--- src/rtl/mdio_pkg.sv ---
package mdio_pkg;
  localparam int FRAME_BITS = 64;
  localparam int TA_FIRST   = 46;
  localparam int TA_LAST    = 47;
  localparam int DATA_FIRST = 48;

  typedef struct packed {
    logic [1:0]  st;
    logic [1:0]  op;
    logic [4:0]  port;
    logic [4:0]  dev;
    logic [15:0] payload;
    logic        rd;
  } mdio_req_t;

  function automatic logic [FRAME_BITS-1:0] build_frame(input mdio_req_t r);
    logic [1:0]  ta;
    logic [15:0] dat;
    ta  = r.rd ? 2'b11 : 2'b10;
    dat = r.rd ? 16'hFFFF : r.payload;
    return {32'hFFFF_FFFF, r.st, r.op, r.port, r.dev, ta, dat};
  endfunction
endpackage

--- src/rtl/mdio_clkgen.sv ---
module mdio_clkgen #(
  parameter int DIV_W = 8
) (
  input  logic             clk,
  input  logic             rst,
  input  logic             run,
  input  logic [DIV_W-1:0] div,
  output logic             tick
);
  logic [DIV_W-1:0] cnt;

  assign tick = run && (cnt == div);

  always_ff @(posedge clk) begin
    if (rst || !run) begin
      cnt <= '0;
    end else if (cnt == div) begin
      cnt <= '0;
    end else begin
      cnt <= cnt + 1'b1;
    end
  end
endmodule

--- src/rtl/mdio_frame_engine.sv ---
module mdio_frame_engine
  import mdio_pkg::*;
(
  input  logic        clk,
  input  logic        rst,
  input  logic        start,
  input  mdio_req_t   req,
  input  logic        neg_edge,
  input  logic        tick,
  input  logic        mdio_i,
  output logic        busy,
  output logic        mdc,
  output logic        mdio_o,
  output logic        mdio_oe,
  output logic        rd_err,
  output logic        rd_done,
  output logic [15:0] rd_word
);
  localparam int IDX_W = $clog2(FRAME_BITS);

  logic [FRAME_BITS-1:0] frame;
  logic [FRAME_BITS-2:0] shreg;
  logic [IDX_W-1:0]      bidx;
  logic                  half;
  logic                  is_rd;
  logic                  neg_q;

  assign frame   = build_frame(req);
  // read data is complete when the final half of the last bit ends
  assign rd_done = busy && tick && half && is_rd && (bidx == IDX_W'(FRAME_BITS-1));

  always_ff @(posedge clk) begin
    if (rst) begin
      busy    <= 1'b0;
      mdc     <= 1'b1;
      mdio_o  <= 1'b1;
      mdio_oe <= 1'b0;
      rd_err  <= 1'b0;
      shreg   <= '0;
      bidx    <= '0;
      half    <= 1'b0;
      is_rd   <= 1'b0;
      neg_q   <= 1'b0;
      rd_word <= '0;
    end else if (start && !busy) begin
      busy    <= 1'b1;
      half    <= 1'b0;
      bidx    <= '0;
      shreg   <= frame[FRAME_BITS-2:0];
      mdio_o  <= frame[FRAME_BITS-1];
      mdio_oe <= 1'b1;
      mdc     <= neg_edge;
      is_rd   <= req.rd;
      neg_q   <= neg_edge;
      rd_err  <= 1'b0;
    end else if (busy && tick) begin
      if (!half) begin
        // sample phase
        half <= 1'b1;
        mdc  <= !neg_q;
        if (is_rd && bidx == IDX_W'(TA_LAST)) rd_err <= mdio_i;
        if (is_rd && bidx >= IDX_W'(DATA_FIRST)) rd_word <= {rd_word[14:0], mdio_i};
      end else begin
        // drive phase of the next bit, or end of frame
        half <= 1'b0;
        if (bidx == IDX_W'(FRAME_BITS-1)) begin
          busy    <= 1'b0;
          mdc     <= 1'b1;
          mdio_o  <= 1'b1;
          mdio_oe <= 1'b0;
        end else begin
          bidx   <= bidx + 1'b1;
          mdio_o <= shreg[FRAME_BITS-2];
          shreg  <= {shreg[FRAME_BITS-3:0], 1'b1};
          mdc    <= neg_q;
          if (is_rd && bidx == IDX_W'(TA_FIRST-1)) mdio_oe <= 1'b0;
        end
      end
    end
  end
endmodule

--- src/rtl/mdio_master.sv ---
module mdio_master
  import mdio_pkg::*;
#(
  parameter int DIV_W = 8
) (
  input  logic        clk,
  input  logic        rst,
  input  logic        bus_wr,
  input  logic        bus_rd,
  input  logic [1:0]  bus_addr,
  input  logic [31:0] bus_wdata,
  output logic [31:0] bus_rdata,
  output logic        mdc,
  output logic        mdio_o,
  output logic        mdio_oe,
  input  logic        mdio_i
);
  localparam logic [1:0] OFS_CFG  = 2'd0;
  localparam logic [1:0] OFS_CTL  = 2'd1;
  localparam logic [1:0] OFS_ADR  = 2'd2;
  localparam logic [1:0] OFS_DAT  = 2'd3;
  localparam int         RD_BIT   = 15;

  logic [DIV_W-1:0] div_q;
  logic             neg_q;
  logic             c45_q;
  logic [4:0]       port_q;
  logic [4:0]       dev_q;
  logic [15:0]      addr_q;
  logic [15:0]      data_q;

  logic             busy;
  logic             rd_err;
  logic             rd_done;
  logic [15:0]      rd_word;
  logic             tick;
  logic             accept;
  logic             start;
  mdio_req_t        req;
  logic [31:0]      cfg_word;
  logic             unused_bits;

  assign unused_bits = ^{bus_wdata[31:16], bus_wdata[14:10]};
  assign accept      = bus_wr && !busy;

  always_comb begin
    start       = 1'b0;
    req.st      = c45_q ? 2'b00 : 2'b01;
    req.op      = 2'b01;
    req.port    = port_q;
    req.dev     = dev_q;
    req.payload = bus_wdata[15:0];
    req.rd      = 1'b0;
    unique case (bus_addr)
      OFS_CTL: begin
        start       = accept && bus_wdata[RD_BIT];
        req.op      = c45_q ? 2'b11 : 2'b10;
        req.port    = bus_wdata[9:5];
        req.dev     = bus_wdata[4:0];
        req.payload = 16'hFFFF;
        req.rd      = 1'b1;
      end
      OFS_ADR: begin
        start  = accept && c45_q;
        req.st = 2'b00;
        req.op = 2'b00;
      end
      OFS_DAT: start = accept;
      default: start = 1'b0;
    endcase
  end

  always_ff @(posedge clk) begin
    if (rst) begin
      div_q  <= '0;
      neg_q  <= 1'b0;
      c45_q  <= 1'b0;
      port_q <= '0;
      dev_q  <= '0;
      addr_q <= '0;
      data_q <= '0;
    end else begin
      if (accept) begin
        unique case (bus_addr)
          OFS_CFG: begin
            div_q <= bus_wdata[DIV_W-1:0];
            neg_q <= bus_wdata[8];
            c45_q <= bus_wdata[9];
          end
          OFS_CTL: begin
            port_q <= bus_wdata[9:5];
            dev_q  <= bus_wdata[4:0];
          end
          OFS_ADR: addr_q <= bus_wdata[15:0];
          default: data_q <= bus_wdata[15:0];
        endcase
      end
      if (rd_done) data_q <= rd_word;
    end
  end

  always_comb begin
    cfg_word              = '0;
    cfg_word[31]          = busy;
    cfg_word[30]          = rd_err;
    cfg_word[9]           = c45_q;
    cfg_word[8]           = neg_q;
    cfg_word[DIV_W-1:0]   = div_q;
  end

  always_ff @(posedge clk) begin
    if (rst) begin
      bus_rdata <= '0;
    end else if (bus_rd) begin
      unique case (bus_addr)
        OFS_CFG: bus_rdata <= cfg_word;
        OFS_CTL: bus_rdata <= {22'd0, port_q, dev_q};
        OFS_ADR: bus_rdata <= {16'd0, addr_q};
        default: bus_rdata <= {16'd0, data_q};
      endcase
    end
  end

  mdio_clkgen #(.DIV_W(DIV_W)) u_clk (
    .clk  (clk),
    .rst  (rst),
    .run  (busy),
    .div  (div_q),
    .tick (tick)
  );

  mdio_frame_engine u_eng (
    .clk      (clk),
    .rst      (rst),
    .start    (start),
    .req      (req),
    .neg_edge (neg_q),
    .tick     (tick),
    .mdio_i   (mdio_i),
    .busy     (busy),
    .mdc      (mdc),
    .mdio_o   (mdio_o),
    .mdio_oe  (mdio_oe),
    .rd_err   (rd_err),
    .rd_done  (rd_done),
    .rd_word  (rd_word)
  );
endmodule

--- config.mk ---
export PLATFORM = sky130hd
export DESIGN_NAME = mdio_master
export DESIGN_NICKNAME = d
export VERILOG_FILES = /design/src/rtl/mdio_pkg.sv /design/src/rtl/mdio_clkgen.sv /design/src/rtl/mdio_frame_engine.sv /design/src/rtl/mdio_master.sv
export SDC_FILE = /design/constraint.sdc
export NUM_CORES = 1
export LEC_CHECK = 0
export BUFFER_PORTS_ARGS = -buffer_cell sky130_fd_sc_hd__buf_4
export CELL_PAD_IN_SITES_DETAIL_PLACEMENT = 1
export CELL_PAD_IN_SITES_GLOBAL_PLACEMENT = 1
export CORE_ASPECT_RATIO = 2
export CORE_UTILIZATION = 49
export CTS_CLUSTER_DIAMETER = 50
export CTS_CLUSTER_SIZE = 12
export DETAILED_ROUTE_END_ITERATION = 8
export PLACE_DENSITY_LB_ADDON = 0.1
export SLEW_MARGIN = 25
export SYNTH_ARGS = -nofsm -noshare
export SYNTH_HDL_FRONTEND = slang
export SYNTH_SLANG_ARGS = --single-unit
--- constraint.sdc ---
create_clock -name clk -period 3 [get_ports clk]
set_input_delay 0.6 -clock clk [delete_from_list [all_inputs] [get_ports clk]]
set_output_delay 0.6 -clock clk [all_outputs]
set_load 0.01 [all_outputs]
# Yosys cells after proc, flatten, opt, wreduce, memory -nomap -nowiden
# Cells that the tools add are included.
[classes]
reduce_logical = 35
magnitude_cmp = 1
eq_ne = 9
n_addsub = 2
n_mux = 31
n_bitwise = 3
[op_table]
columns = ["cell", "n"]
rows = [
  ["$mux 63", 4],
  ["$pmux 32 s3", 1],
  ["$mux 16", 4],
  ["$mux 27", 1],
  ["$mux 1", 19],
  ["$eq 6x6->1 const B", 3],
  ["$reduce_and 3->1", 5],
  ["$logic_and 1x1->1", 12],
  ["$reduce_and 2->1", 5],
  ["$add 8x1->8 const B", 1],
  ["$eq 8x8->1", 1],
  ["$reduce_bool 2->1", 4],
  ["$add 6x1->6 const B", 1],
  ["$ge 6x6->1 const B", 1],
  ["$eq 2x2->1 const B", 2],
  ["$ne 2x1->1 const B", 2],
  ["$pmux 2 s2", 1],
  ["$reduce_and 4->1", 1],
  ["$reduce_or 2->1", 2],
  ["$not 1->1", 3],
  ["$pmux 1 s3", 1],
  ["$reduce_bool 3->1", 1],
  ["$reduce_or 3->1", 1],
  ["$eq 2x1->1 const B", 1],
  ["other kinds (3)", 4],
]
[totals]
elab_cells = 101
regBits = 185
output_inout_bits = 35
inputBits = 39

# Depth between registers and ports, before layout
# Gate-level depths: netlist of the first run.
[logic_depth]
ltp_word = 8
depth_mapped = 9
ltp_nobuf = 7

# By module
# A second synthesis of the first run with hierarchy kept.
[hier_totals]
cells_unflattened = 891
area_unflattened_um2 = 8013.9
[modules_own_cells]
columns = ["mod", "instances", "area_each_um2", "cells_each", "seq_area_each_um2"]
rows = [
  ["mdio_frame_engine", 1, 4003.8, 435, 1861.8],
  ["mdio_master", 1, 3533.4, 409, 1401.3],
  ["mdio_clkgen", 1, 476.7, 47, 160.2],
]

# Worst setup path before layout of the first run
# OpenSTA, ideal clock, no wires.
[synth_path]
path_type = "input port to flip-flop"
startpoint = "input port bus_addr[0]"
endpoint = "register u_eng.shreg[10]"
setup_time_ns = 0.150
stages = 9
slack_ns = 0.772
path_buffers = 2
t_arrival_ns = 2.078
required_ns = 2.850
cell_sequence = "inv_1 > ha_1 > mux2_1 > a21oi_1 > or3_1 > buf_4 > nor2_8 > buf_4 > a221oi_2"
[synth_via]
elab_chain_len = 5
word_cells_on_any_way = 12
cone_classes = "eq/ne: 4; mux: 4; reduce/logical: 4"
[synth_lines]
columns = ["item", "line_no", "text"]
rows = [
  ["start: declaration", "mdio_master.sv:10", "input logic [1:0] bus_addr,"],
  ["$eq 2x2->1 or $eq 2x1->1 (tied branches)", "mdio_master.sv:54", "unique case (bus_addr)"],
  ["$pmux 1 s3", "mdio_master.sv:54", ""],
  ["$logic_and 1x1->1", "mdio_frame_engine.sv:45", "end else if (start && !busy) begin"],
  ["$ne 2x1->1 (no line) or $reduce_bool 2->1 (tied branches)", "n/a", ""],
  ["$reduce_and 3->1 (no line)", "n/a", ""],
  ["end signal: assignment", "mdio_frame_engine.sv:49", "shreg <= frame[FRAME_BITS-2:0];"],
  ["end signal: assignment", "mdio_frame_engine.sv:74", "shreg <= {shreg[FRAME_BITS-3:0], 1'b1};"],
  ["end: declaration", "mdio_frame_engine.sv:22", "logic [FRAME_BITS-2:0] shreg;"],
]
# Several ways; a longest one is shown, not always the timed one.
# A chain may end at the register's enable or synchronous reset.

# Final worst setup path of the first run
[layout_path]
startpoint = "register u_eng.bidx[0]"
endpoint = "register u_eng.shreg[11]"
[layout_via]
elab_chain_len = 3
[layout_lines]
columns = ["item", "line_no", "text"]
rows = [
  ["start: declaration", "mdio_frame_engine.sv:23", "logic [IDX_W-1:0] bidx;"],
  ["start signal: assignment", "mdio_frame_engine.sv:72", "bidx <= bidx + 1'b1;"],
  ["$eq 6x6->1", "mdio_frame_engine.sv:66", "if (bidx == IDX_W'(FRAME_BITS-1)) begin"],
  ["$ne 2x1->1 (no line)", "n/a", ""],
  ["$reduce_and 3->1 (no line)", "n/a", ""],
]
# Every way passes these cells.

==> metrics.md, run 1 <==
| Metric | Value |
|---|---|
| DR pass1 iterations | `5` |
| Critical path class | `register to register` |
| Crit-path cells | `ha_1 -> and4_1 -> a21oi_1 -> nand4_4 -> buf_12 -> mux2i_1 -> a221oi_2` |
| Pin count of the biggest net entering global routing | `64` |
| DRT antenna net count | `0` |
| First-pass GRT wire length | `32,600 um` |
| Clk_skew | `0.0112 ns` |
| CTS max path bufs | `2` |
| Number of synthesized flops with an enable pin | `0` |
| Max-cap violations | `0` |
| Placer Congestion | `0.842` |
| Starting Density | `0.501` |
| Worst setup EP type | `register` |
| Sink Count | `171` |
| Power per cell area | `597 nW/um^2` |
| Total setup buffers inserted after CTS | `0` |
| Area leader, netlist | `dfxtp_1` |
| Reg2Reg Depth | `7` |
| Die Width | `90.5 um` |
| WL per Instance | `18.4 um` |
| Worst reg2reg startpoint | `u_eng.bidx[0]` |
| Sequential share of the synthesized area | `0.446` |
| Ports | `74` |
| Die area | `16,200 sq um` |
| Top FF cell, synth | `dfxtp_1` |
| Clock-pin slew of the registers on the worst-case setup and hold paths | `0.06 ns` |
| Vias in the first global route | `6,511` |
| RSZ-0062 raised after global routing | `false` |
| Slew Limit Fails | `0` |
| H-tree Lvls | `4` |
| Fin nets | `919` |
| FFs w/ async S/R, synth | `0` |
| Initial drt markers | `231` |
| Worst hold endpoint | `u_eng.rd_word[0]` |
| Filler Cell Count | `1,788` |
| Tmin final | `2.31 ns` |
| Leak Pwr | `3.52 nW` |
| Overflow left after global routing | `0` |
| Top cells by count, synth | `dfxtp_1, nand2_1, mux2i_1, nor2_1, a21oi_1` |
| TritonCTS buffer count | `17` |
| Tcrit/Tclk final | `0.771` |
| Slew @ Worst Pin | `0.801 ns` |
| Slowest stage cell on the critical path | `dfxtp_1` |
| # rows | `64` |
| Total Routing Usage GR | `0.255` |
| Core Area | `15,300 sq um` |
| Area delta synth->final | `11.6%` |
| Fraction of layout cells with a size suffix above 1 | `0.148` |
| Avg Cell Area, Syn | `8.91 sq um` |
| Post-CTS sizing | `0` |
| Detail Placement HPWL | `14,000 um` |
| Synthesized flop and latch total | `171` |
| Setup slack, reg-to-reg | `0.69 ns` |
| Number of setup violations in the final report | `0` |
| Routed wire length | `19,900 um` |
| Area contributors post-synth | `dfxtp_1, mux2i_1, nand2_1, a21oi_1, nor2_1` |
| Final setup margin | `0.686 ns` |
| Yosys warning total | `0` |
| Maximum vdd drop | `0.406 mV` |
| Cell Area, Synth | `7670 sq um` |
| Vias per inst | `5.73` |
| DRC errors left | `0` |
| Clock root cell | `clkbuf_16` |
| Most common cell in the netlist | `dfxtp_1` |
| Post-Syn Instances | `861` |
| Worst Path Arrival | `2.66 ns` |
| Hold Crit Class | `input pin to register` |
| Adder-cell area share of the yosys netlist | `0.0147` |
| Via Count | `6,203` |
| Hold-fix buffers, CTS | `0` |
| N_diodes | `0` |
| Hold path startpoint | `mdio_i` |
| Critical path buffer and inverter count | `1` |
| Crit path required time | `3.35 ns` |
| Clock Latency Late Sink | `0.44 ns` |
| Die Span Y | `179 um` |
| Largest family of logic cells by synthesized area | `compound AO/OA/AOI/OAI gates` |
| CTS tree | `yes` |
| Peak Freq | `432 MHz` |
| Reg2reg end | `u_eng.shreg[11]` |
| Fin Setup TNS | `0 ns` |
| Post-synthesis mux area share | `0.0928` |
| Status | `complete, no violations` |
| Worst path max stage delay | `0.35 ns` |
| Port bufs | `43` |
| Slew HR | `0.452` |
| Post-Synth XOR/XNOR Area | `0.0183` |
| Simple-gate share of the synthesized area | `0.173` |
| Hold path cells | `3` |
| Count of cell types in the netlist | `57` |
| Antenna violations before repair | `0` |
| Startpoint Class | `register` |
| Synth Area in Compound Gates | `0.180` |
| Hold violation count in the final report | `0` |
| Setup Slack @ Placement | `0.360 ns` |
| Yosys top cell area share | `0.446` |
| Delay-heaviest family, CP | `simple AND/OR/NAND/NOR gates` |
| Max FO, Critical Path | `55` |
## report_power, final
group,internal (mW),switching [mW]
Combinational,0.169,0.285
Sequential,2.37,0.0650
Clock,1.20,1.02
## worst register-to-register path: stages (launching register included)
cell and delay [ns]:
dfxtp_1 0.35, ha_1 0.31, and4_1 0.27, a21oi_1 0.30, nand4_4 0.26, buf_12 0.28
mux2i_1 0.23, a221oi_2 0.23
## kinds of logic (layout without fill, tap and decap cells)
group / after synthesis / after routing
AND/OR/NAND/NOR: 301 / 301
AO/OA/AOI/OAI: 185 / 185
flip-flops: 171 / 171
buffers and inverters: 107 / 117
multiplexers: 71 / 71
XOR/XNOR: 16 / 16
adder cells (fa/ha/maj): 9 / 9
other: 1 / 14
## worst max path at each step
stage | from | endpoint | slack (ns) | cells after the start
CTS | u_eng.bidx[0] | u_eng.shreg[18] | 0.68 | 7
detailed placement | bus_addr[0] | u_eng.shreg[28] | 0.36 | 9
global route | u_eng.bidx[0] | u_eng.shreg[27] | 0.53 | 7
floorplan | bus_addr[0] | u_eng.shreg[10] | 0.77 | 9
global placement | bus_addr[0] | u_eng.shreg[22] | 0.43 | 9
finish | u_eng.bidx[0] | u_eng.shreg[11] | 0.69 | 7
## area by class of cell
| cell class | instances | area, sq um | area share |
|---|---|---|---|
| flip-flops and latches | 171 | 3420 | 0.400 |
| inverters | 25 | 93.8 | 0.0110 |
| clock buffers | 18 | 439 | 0.0513 |
| clock inverters | 14 | 148 | 0.0172 |
| repair buffers | 60 | 475 | 0.0555 |
| well taps | 198 | 248 | 0.0289 |
| multi-input cells | 596 | 3730 | 0.436 |
## sequential cells by signal (all words and copies together), names as in the netlist, 5 cells and up
register       cells
u_eng.shreg       63
u_eng.bidx         6
div_q              8
data_q            16
addr_q            16
u_eng.rd_word     16
dev_q              5
bus_rdata         18
u_clk.cnt          8
port_q             5
## stage by stage
stage	util	power (mW)	cells	hold slack, ns	area (sq um)
global placement	0.521	2.91	1050	0.441	7980
detailed placement	0.521	2.94	1050	0.452	7980
finish	0.560	5.11	1082	0.427	8560
CTS	0.560	5.15	1082	0.410	8560
floorplan	-	2.80	874	0.432	7720
global route	0.560	5.29	1082	0.421	8560
## routing by layer
metal | track usage | wire, um
met5 | 0 | 0
met4 | 0.112 | 468
met3 | 0.0517 | 522
met2 | 0.485 | 11100
met1 | 0.266 | 7860
## layout by cell type (no fill, tap or decap), types with 3 or more instances in the layout
cell type	synthesis	final
dfxtp_1	171	171
nand2_1	160	160
mux2i_1	70	70
nor2_1	65	65
buf_4	19	58
a21oi_1	52	52
a31oi_1	32	32
nand3_1	30	30
a211oi_1	27	27
inv_1	24	24
o21ai_0	17	17
clkbuf_16	0	17
a221oi_2	14	14
conb_1	1	14
a211oi_2	12	12
nor2b_1	11	11
xnor2_1	10	10
a222oi_1	10	10
ha_1	9	8
nor3_1	7	7
xor2_1	6	6
o211ai_1	6	6
inv_6	0	6
nand4_1	4	4
inv_8	0	4
and3_1	3	3
nand2b_1	3	3
o31ai_1	3	3
Power figures use the tool's default switching activity.
==> run 2: changes to the inputs <==
--- a/config.mk
+++ b/config.mk
@@ -9,7 +9,7 @@
 export CELL_PAD_IN_SITES_DETAIL_PLACEMENT = 1
 export CELL_PAD_IN_SITES_GLOBAL_PLACEMENT = 1
 export CORE_ASPECT_RATIO = 2
-export CORE_UTILIZATION = 49
+export CORE_UTILIZATION = 41
 export CTS_CLUSTER_DIAMETER = 50
 export CTS_CLUSTER_SIZE = 12
 export DETAILED_ROUTE_END_ITERATION = 8
==> constraint.sdc (replaced) <==
create_clock -name clk -period 2 [get_ports clk]
set_input_delay 0.4 -clock clk [delete_from_list [all_inputs] [get_ports clk]]
set_output_delay 0.4 -clock clk [all_outputs]
set_load 0.01 [all_outputs]
==> run 2 against run 1 <==
Net effect:
- count of clock-buffer cells in the layout unchanged
- maximum frequency grew 21%
- first-iteration DRC count up 12%
- register-to-register slack got worse by 0.60 ns
- clock skew shrank 0.0030 ns
- combinational power rose by 68%
- non-clock buffer count is 33 higher
- final cell count is 4.7% higher
- critical path depth increased by 1
- utilization fell by 6.0 points
- critical path type unchanged
==> metrics.md, run 2 (same netlist as run 1, synthesis figures left out) <==
| Metric | Value |
|---|---|
| Status | `complete, no violations` |
| Placed Area | `8330 sq um` |
| Tcrit/Tclk final | `0.957` |
| Hold Crit Class | `input pin to register` |
| Maximum vdd drop | `0.504 mV` |
| Tmin final | `1.91 ns` |
| Crit-path cells | `xor2_1 -> nor2_2 -> nand4_4 -> buf_12 -> buf_4 -> clkbuf_16 -> nand2_1 -> a311oi_2` |
| Die Span Y | `195 um` |
| Hold violation count in the final report | `0` |
| DRC errors left | `0` |
| Crit path required time | `2.34 ns` |
| Power, Total | `8.05 mW` |
| Hold-fix buffers, CTS | `0` |
| # rows | `70` |
| Clk_skew | `0.00826 ns` |
| WL per Instance | `18.8 um` |
| Leak Pwr | `3.80 nW` |
| TritonCTS buffer count | `17` |
| Max reg flops | `63` |
| Power per cell area | `880 nW/um^2` |
| Core Area | `18,300 sq um` |
| CTS tree | `yes` |
| Startpoint Class | `register` |
| Routed wire length | `21,300 um` |
| CTS max path bufs | `2` |
| Port bufs | `43` |
| Vias per inst | `5.60` |
| Peak Freq | `522 MHz` |
| Ports | `74` |
| H-tree Lvls | `4` |
| Setup slack, reg-to-reg | `0.09 ns` |
| Worst path max stage delay | `0.43 ns` |
| Most common cell after layout, fill and taps aside | `dfxtp_1` |
| Number of setup violations in the final report | `0` |
| Critical path class | `register to register` |
| Antenna violations before repair | `0` |
| Total Routing Usage GR | `0.219` |
| Reg2Reg Depth | `8` |
| Hold path startpoint | `mdio_i` |
| Pin count of the biggest net entering global routing | `153` |
| Worst hold endpoint | `u_eng.rd_word[0]` |
| Die area | `19,300 sq um` |
| Placer Congestion | `0.828` |
| DR pass1 iterations | `5` |
| RSZ-0062 raised after global routing | `false` |
| Slew Limit Fails | `0` |
| Via Count | `6,349` |
| Filler Cell Count | `2,123` |
| Die Width | `98.7 um` |
| Slew HR | `0.480` |
| Biggest regs | `u_eng.shreg x63, bus_rdata x18` |
| Area delta synth->final | `19.2%` |
| Detail Placement HPWL | `14,600 um` |
| Worst setup EP type | `register` |
| Reg2reg end | `u_eng.shreg[30]` |
| Overflow left after global routing | `0` |
| Worst reg2reg startpoint | `div_q[7]` |
| Fraction of layout cells with a size suffix above 1 | `0.184` |
| Clock Latency Late Sink | `0.43 ns` |
| DRT antenna net count | `0` |
| Reg with most FFs | `u_eng.shreg` |
| Max-cap violations | `0` |
| Vias in the first global route | `6,524` |
| First-pass GRT wire length | `33,400 um` |
| Hold path cells | `3` |
| Design area | `9140 sq um` |
| Slew @ Worst Pin | `0.781 ns` |
| Worst Path Arrival | `2.26 ns` |
| Initial drt markers | `258` |
| N_diodes | `0` |
| Clock-pin slew of the registers on the worst-case setup and hold paths | `0.07 ns` |
| Slowest stage cell on the critical path | `dfxtp_1` |
| Fin Setup TNS | `0 ns` |
| Max FO, Critical Path | `31` |
| Sink Count | `171` |
| Clock root cell | `clkbuf_16` |
| Most frequent cells in the layout | `dfxtp_1, nand2_1, buf_4` |
| Starting Density | `0.419` |
| Fin nets | `952` |
==> run 2: cell count changes in the layout (fill, tap and decap cells not counted), sizes merged <==
cell,change
buf,+29
bufinv,+3
clkbuf,+4
clkinv,+2
inv,-5
==> run 2: area by class of cell <==
cell class	count	area [sq um]	share of cell area
multi-input combinational	596	3760	0.411
sequential	171	3420	0.375
timing repair buffer	93	951	0.104
clock buffer	18	439	0.0480
tap	216	270	0.0296
clock inverter	14	208	0.0227
inverter	25	93.8	0.0103
==> run 2: worst max-delay path, delay by kind of cell (launching register included) <==
kind,cells,cell delay (ns)
xor gates and xnor gates,1,0.32
AOI/OAI and AO/OA,1,0.24
and+or+nand+nor,3,0.37
DFF,1,0.43
buffers and inverters,3,0.45
==> run 2: through the flow <==
| stage | hold slack [ns] | worst slack (ns) | instances | util |
|---|---|---|---|---|
| floorplan | 0.432 | 0.0130 | 874 | - |
| global placement | 0.441 | -0.258 | 1094 | 0.455 |
| detailed placement | 0.452 | -0.275 | 1094 | 0.455 |
| CTS | 0.230 | -0.0137 | 1126 | 0.491 |
| global route | 0.248 | 0.00233 | 1133 | 0.500 |
| finish | 0.240 | 0.0853 | 1133 | 0.500 |
==> run 2: power by group <==
| part | switching, mW | internal [mW] | leakage (nW) |
|---|---|---|---|
| clock network | 1.47 | 2.16 | 0.310 |
| registers | 0.0951 | 3.56 | 1.39 |
| logic | 0.448 | 0.315 | 2.10 |
| total | 2.02 | 6.03 | 3.80 |
==> run 2: repair_timing <==
item / CTS / global route
buffers inserted: 0 / 3
resized for setup: 1 / 7
setup endpoints to repair: 9 / 37
cloned: 0 / 4
pin swaps: 1 / 6
==> run 2: how the worst max path moves through the flow <==
| stage | depth (start not counted) | slack [ns] | to | from |
|---|---|---|---|---|
| 6_report | 8 | 0.09 | u_eng.shreg[30] | div_q[7] |
| 4_1_cts | 7 | -0.01 | data_q[14] | u_eng.bidx[0] |
| 2_1_floorplan | 9 | 0.01 | u_eng.mdio_o | bus_addr[0] |
| 5_1_grt | 6 | 0.002 | u_eng.bidx[3] | u_clk.cnt[0] |
| 3_5_place_dp | 9 | -0.28 | u_eng.shreg[30] | bus_addr[0] |
| 3_3_place_gp | 9 | -0.26 | u_eng.shreg[30] | bus_addr[0] |
==> run 2: metal layers <==
layer  global-route usage  vias up  wire [um]
li1                     -     3080          -
met1                0.238     3188       8330
met2                0.428       68      12400
met3               0.0344       13        304
met4               0.0625        0        218
met5                    0        -          0
==> run 3: changes to the inputs <==
==> constraint.sdc (replaced) <==
create_clock -name clk -period 2 [get_ports clk]
set_input_delay 0.1 -clock clk [delete_from_list [all_inputs] [get_ports clk]]
set_output_delay 0.1 -clock clk [all_outputs]
set_load 0.01 [all_outputs]
==> run 3 against run 2 <==
Net effect:
- clock power down 12%
- largest cell class unchanged
- count of clock-buffer cells in the layout down 1
- maximum frequency up 1.7%
- largest power group unchanged
==> metrics.md, run 3 (same netlist as run 1, synthesis figures left out) <==
| Metric | Value |
|---|---|
| Max-cap violations | `0` |
| Combinational Power Share | `0.100` |
| Critical path class | `register to register` |
| Startpoint Class | `register` |
| Status | `complete, no violations` |
| Detail Placement HPWL | `14,600 um` |
| Hold path startpoint | `rst` |
| Area delta synth->final | `17.9%` |
| Clock-pin slew of the registers on the worst-case setup and hold paths | `0.07 ns` |
| Total Routing Usage GR | `0.227` |
| CP Launch Point | `div_q[7]` |
| Clock network power share | `0.421` |
| Vias in the first global route | `6,701` |
| Leak Pwr | `3.73 nW` |
| Tmin final | `1.88 ns` |
| Sink Count | `171` |
| Crit path required time | `2.28 ns` |
| Clock root cell | `clkbuf_16` |
| TritonCTS buffer count | `17` |
| Worst reg2reg startpoint | `div_q[7]` |
| Placer Congestion | `0.841` |
| Hold violation count in the final report | `0` |
| N_diodes | `0` |
| Starting Density | `0.419` |
| RSZ-0062 raised after global routing | `false` |
| H-tree Lvls | `4` |
| Slew Limit Fails | `0` |
| Sequential power share | `0.479` |
| Pint | `5.60 mW` |
| Most common cell after layout, fill and taps aside | `dfxtp_1` |
| # rows | `70` |
| Routed wire length | `21,500 um` |
| Fin nets | `953` |
| Dpl cells | `1,081` |
| Multi-input logic area | `3770 sq um` |
| Slew HR | `0.500` |
| Antenna violations before repair | `0` |
| CTS max path bufs | `2` |
| Sw frac | `0.265` |
| Port bufs | `43` |
| Fraction of layout cells with a size suffix above 1 | `0.171` |
| Die Span Y | `195 um` |
| Fin Setup TNS | `0 ns` |
| Switching power | `2.02 mW` |
| Tcrit/Tclk final | `0.942` |
| Clk_skew | `0.00784 ns` |
| Worst path max stage delay | `0.44 ns` |
| Most frequent cells in the layout | `dfxtp_1, nand2_1, mux2i_1` |
| Number of setup violations in the final report | `0` |
| DRC errors left | `0` |
| Via Count | `6,425` |
| Clock Latency Late Sink | `0.43 ns` |
| Die Width | `98.7 um` |
| Hold Crit Class | `input pin to register` |
| Power per cell area | `843 nW/um^2` |
| Initial drt markers | `285` |
| Overflow left after global routing | `0` |
| Filler Cell Count | `2,136` |
| DR pass1 iterations | `5` |
| Core Area | `18,300 sq um` |
| Worst Path Arrival | `2.17 ns` |
| Die area | `19,300 sq um` |
| CTS tree | `yes` |
| Slew @ Worst Pin | `0.750 ns` |
| Vias per inst | `5.67` |
| Reg with most FFs | `u_eng.shreg` |
| First-pass GRT wire length | `34,500 um` |
| DRT antenna net count | `0` |
| Slowest stage cell on the critical path | `dfxtp_1` |
| Sequential cell area | `3420 sq um` |
| Crit-path cells | `xor2_1 -> nor2_2 -> nand4_4 -> buf_16 -> mux2i_1 -> a211oi_1` |
| WL per Instance | `18.9 um` |
| Worst setup EP type | `register` |
| Pin count of the biggest net entering global routing | `153` |
| Final setup margin | `0.117 ns` |
| Maximum vdd drop | `0.584 mV` |
| Setup Slack @ Placement | `0.00500 ns` |
| Peak Freq | `531 MHz` |
| Max reg flops | `63` |
| Max FO, Critical Path | `32` |
| Biggest regs | `u_eng.shreg x63, bus_rdata x18` |
| Setup slack, reg-to-reg | `0.12 ns` |
| Ports | `74` |
| Finished Layout Cells | `1,134` |
## run 3: cell count changes in the layout (fill, tap and decap cells not counted), sizes merged
| cell | delta |
|---|---|
| bufinv | -3 |
| inv | +2 |
| clkinvlp | +2 |
| buf | -14 |
| dlygate4sd3 | +17 |
| clkbuf | -3 |
## run 3: timing repair
item / 4_1_cts / 5_1_grt
cloned: 0 / 2
hold buffers: 17 / 0
pin swaps: 0 / 4
buffers inserted: 0 / 2
hold endpoints to repair: 50 / 0
resized for setup: 1 / 9
setup endpoints to repair: 1 / 29
## run 3: worst paths after layout
kind	end	cells after the start
hold reg to reg	addr_q[4]	2
hold / removal	u_eng.mdc	3
setup / recovery	u_eng.shreg[20]	6
setup reg to reg	u_eng.shreg[20]	6
## run 3: per-stage QoR
| stage | instance area (sq um) | hold WS [ns] | utilization | total power [mW] |
|---|---|---|---|---|
| floorplan | 7720 | 0.236 | - | 4.20 |
| global placement | 8200 | 0.372 | 0.448 | 4.42 |
| detailed placement | 8200 | 0.384 | 0.448 | 4.46 |
| CTS | 8930 | 0.0431 | 0.488 | 7.68 |
| global route | 9040 | 0.112 | 0.494 | 7.90 |
| finish | 9040 | 0.0887 | 0.494 | 7.62 |
## run 3: cell type report
cell class                      count  area share
Clock buffer                       17      0.0471
Clock inverter                     15      0.0151
Inverter                           25      0.0104
Multi-Input combinational cell    596       0.418
Sequential cell                   171       0.379
Tap cell                          216      0.0299
Timing Repair Buffer               94       0.101
## run 3: power groups by stage
stage | clock (mW) | combinational [mW] | sequential, mW
finish | 3.21 | 0.763 | 3.65
global placement | 0 | 0.702 | 3.72
global route | 3.40 | 0.837 | 3.66
floorplan | 0 | 0.500 | 3.70
detailed placement | 0 | 0.729 | 3.73
CTS | 3.27 | 0.761 | 3.65
## run 3: layer usage
metal	wire length [um]	vias up	global-route usage
met3	603	34	0.0361
met1	8320	3211	0.238
met2	12200	109	0.442
met5	0	-	0
li1	-	3071	-
met4	386	0	0.0857
## run 3: critical path: cells and delay by family (launching register included)
kind            cells  cell delay, ns
compound gates      1            0.10
simple gates        2            0.33
flops               1            0.44
mux                 1            0.29
xor+xnor            1            0.32
buf+inv             1            0.24
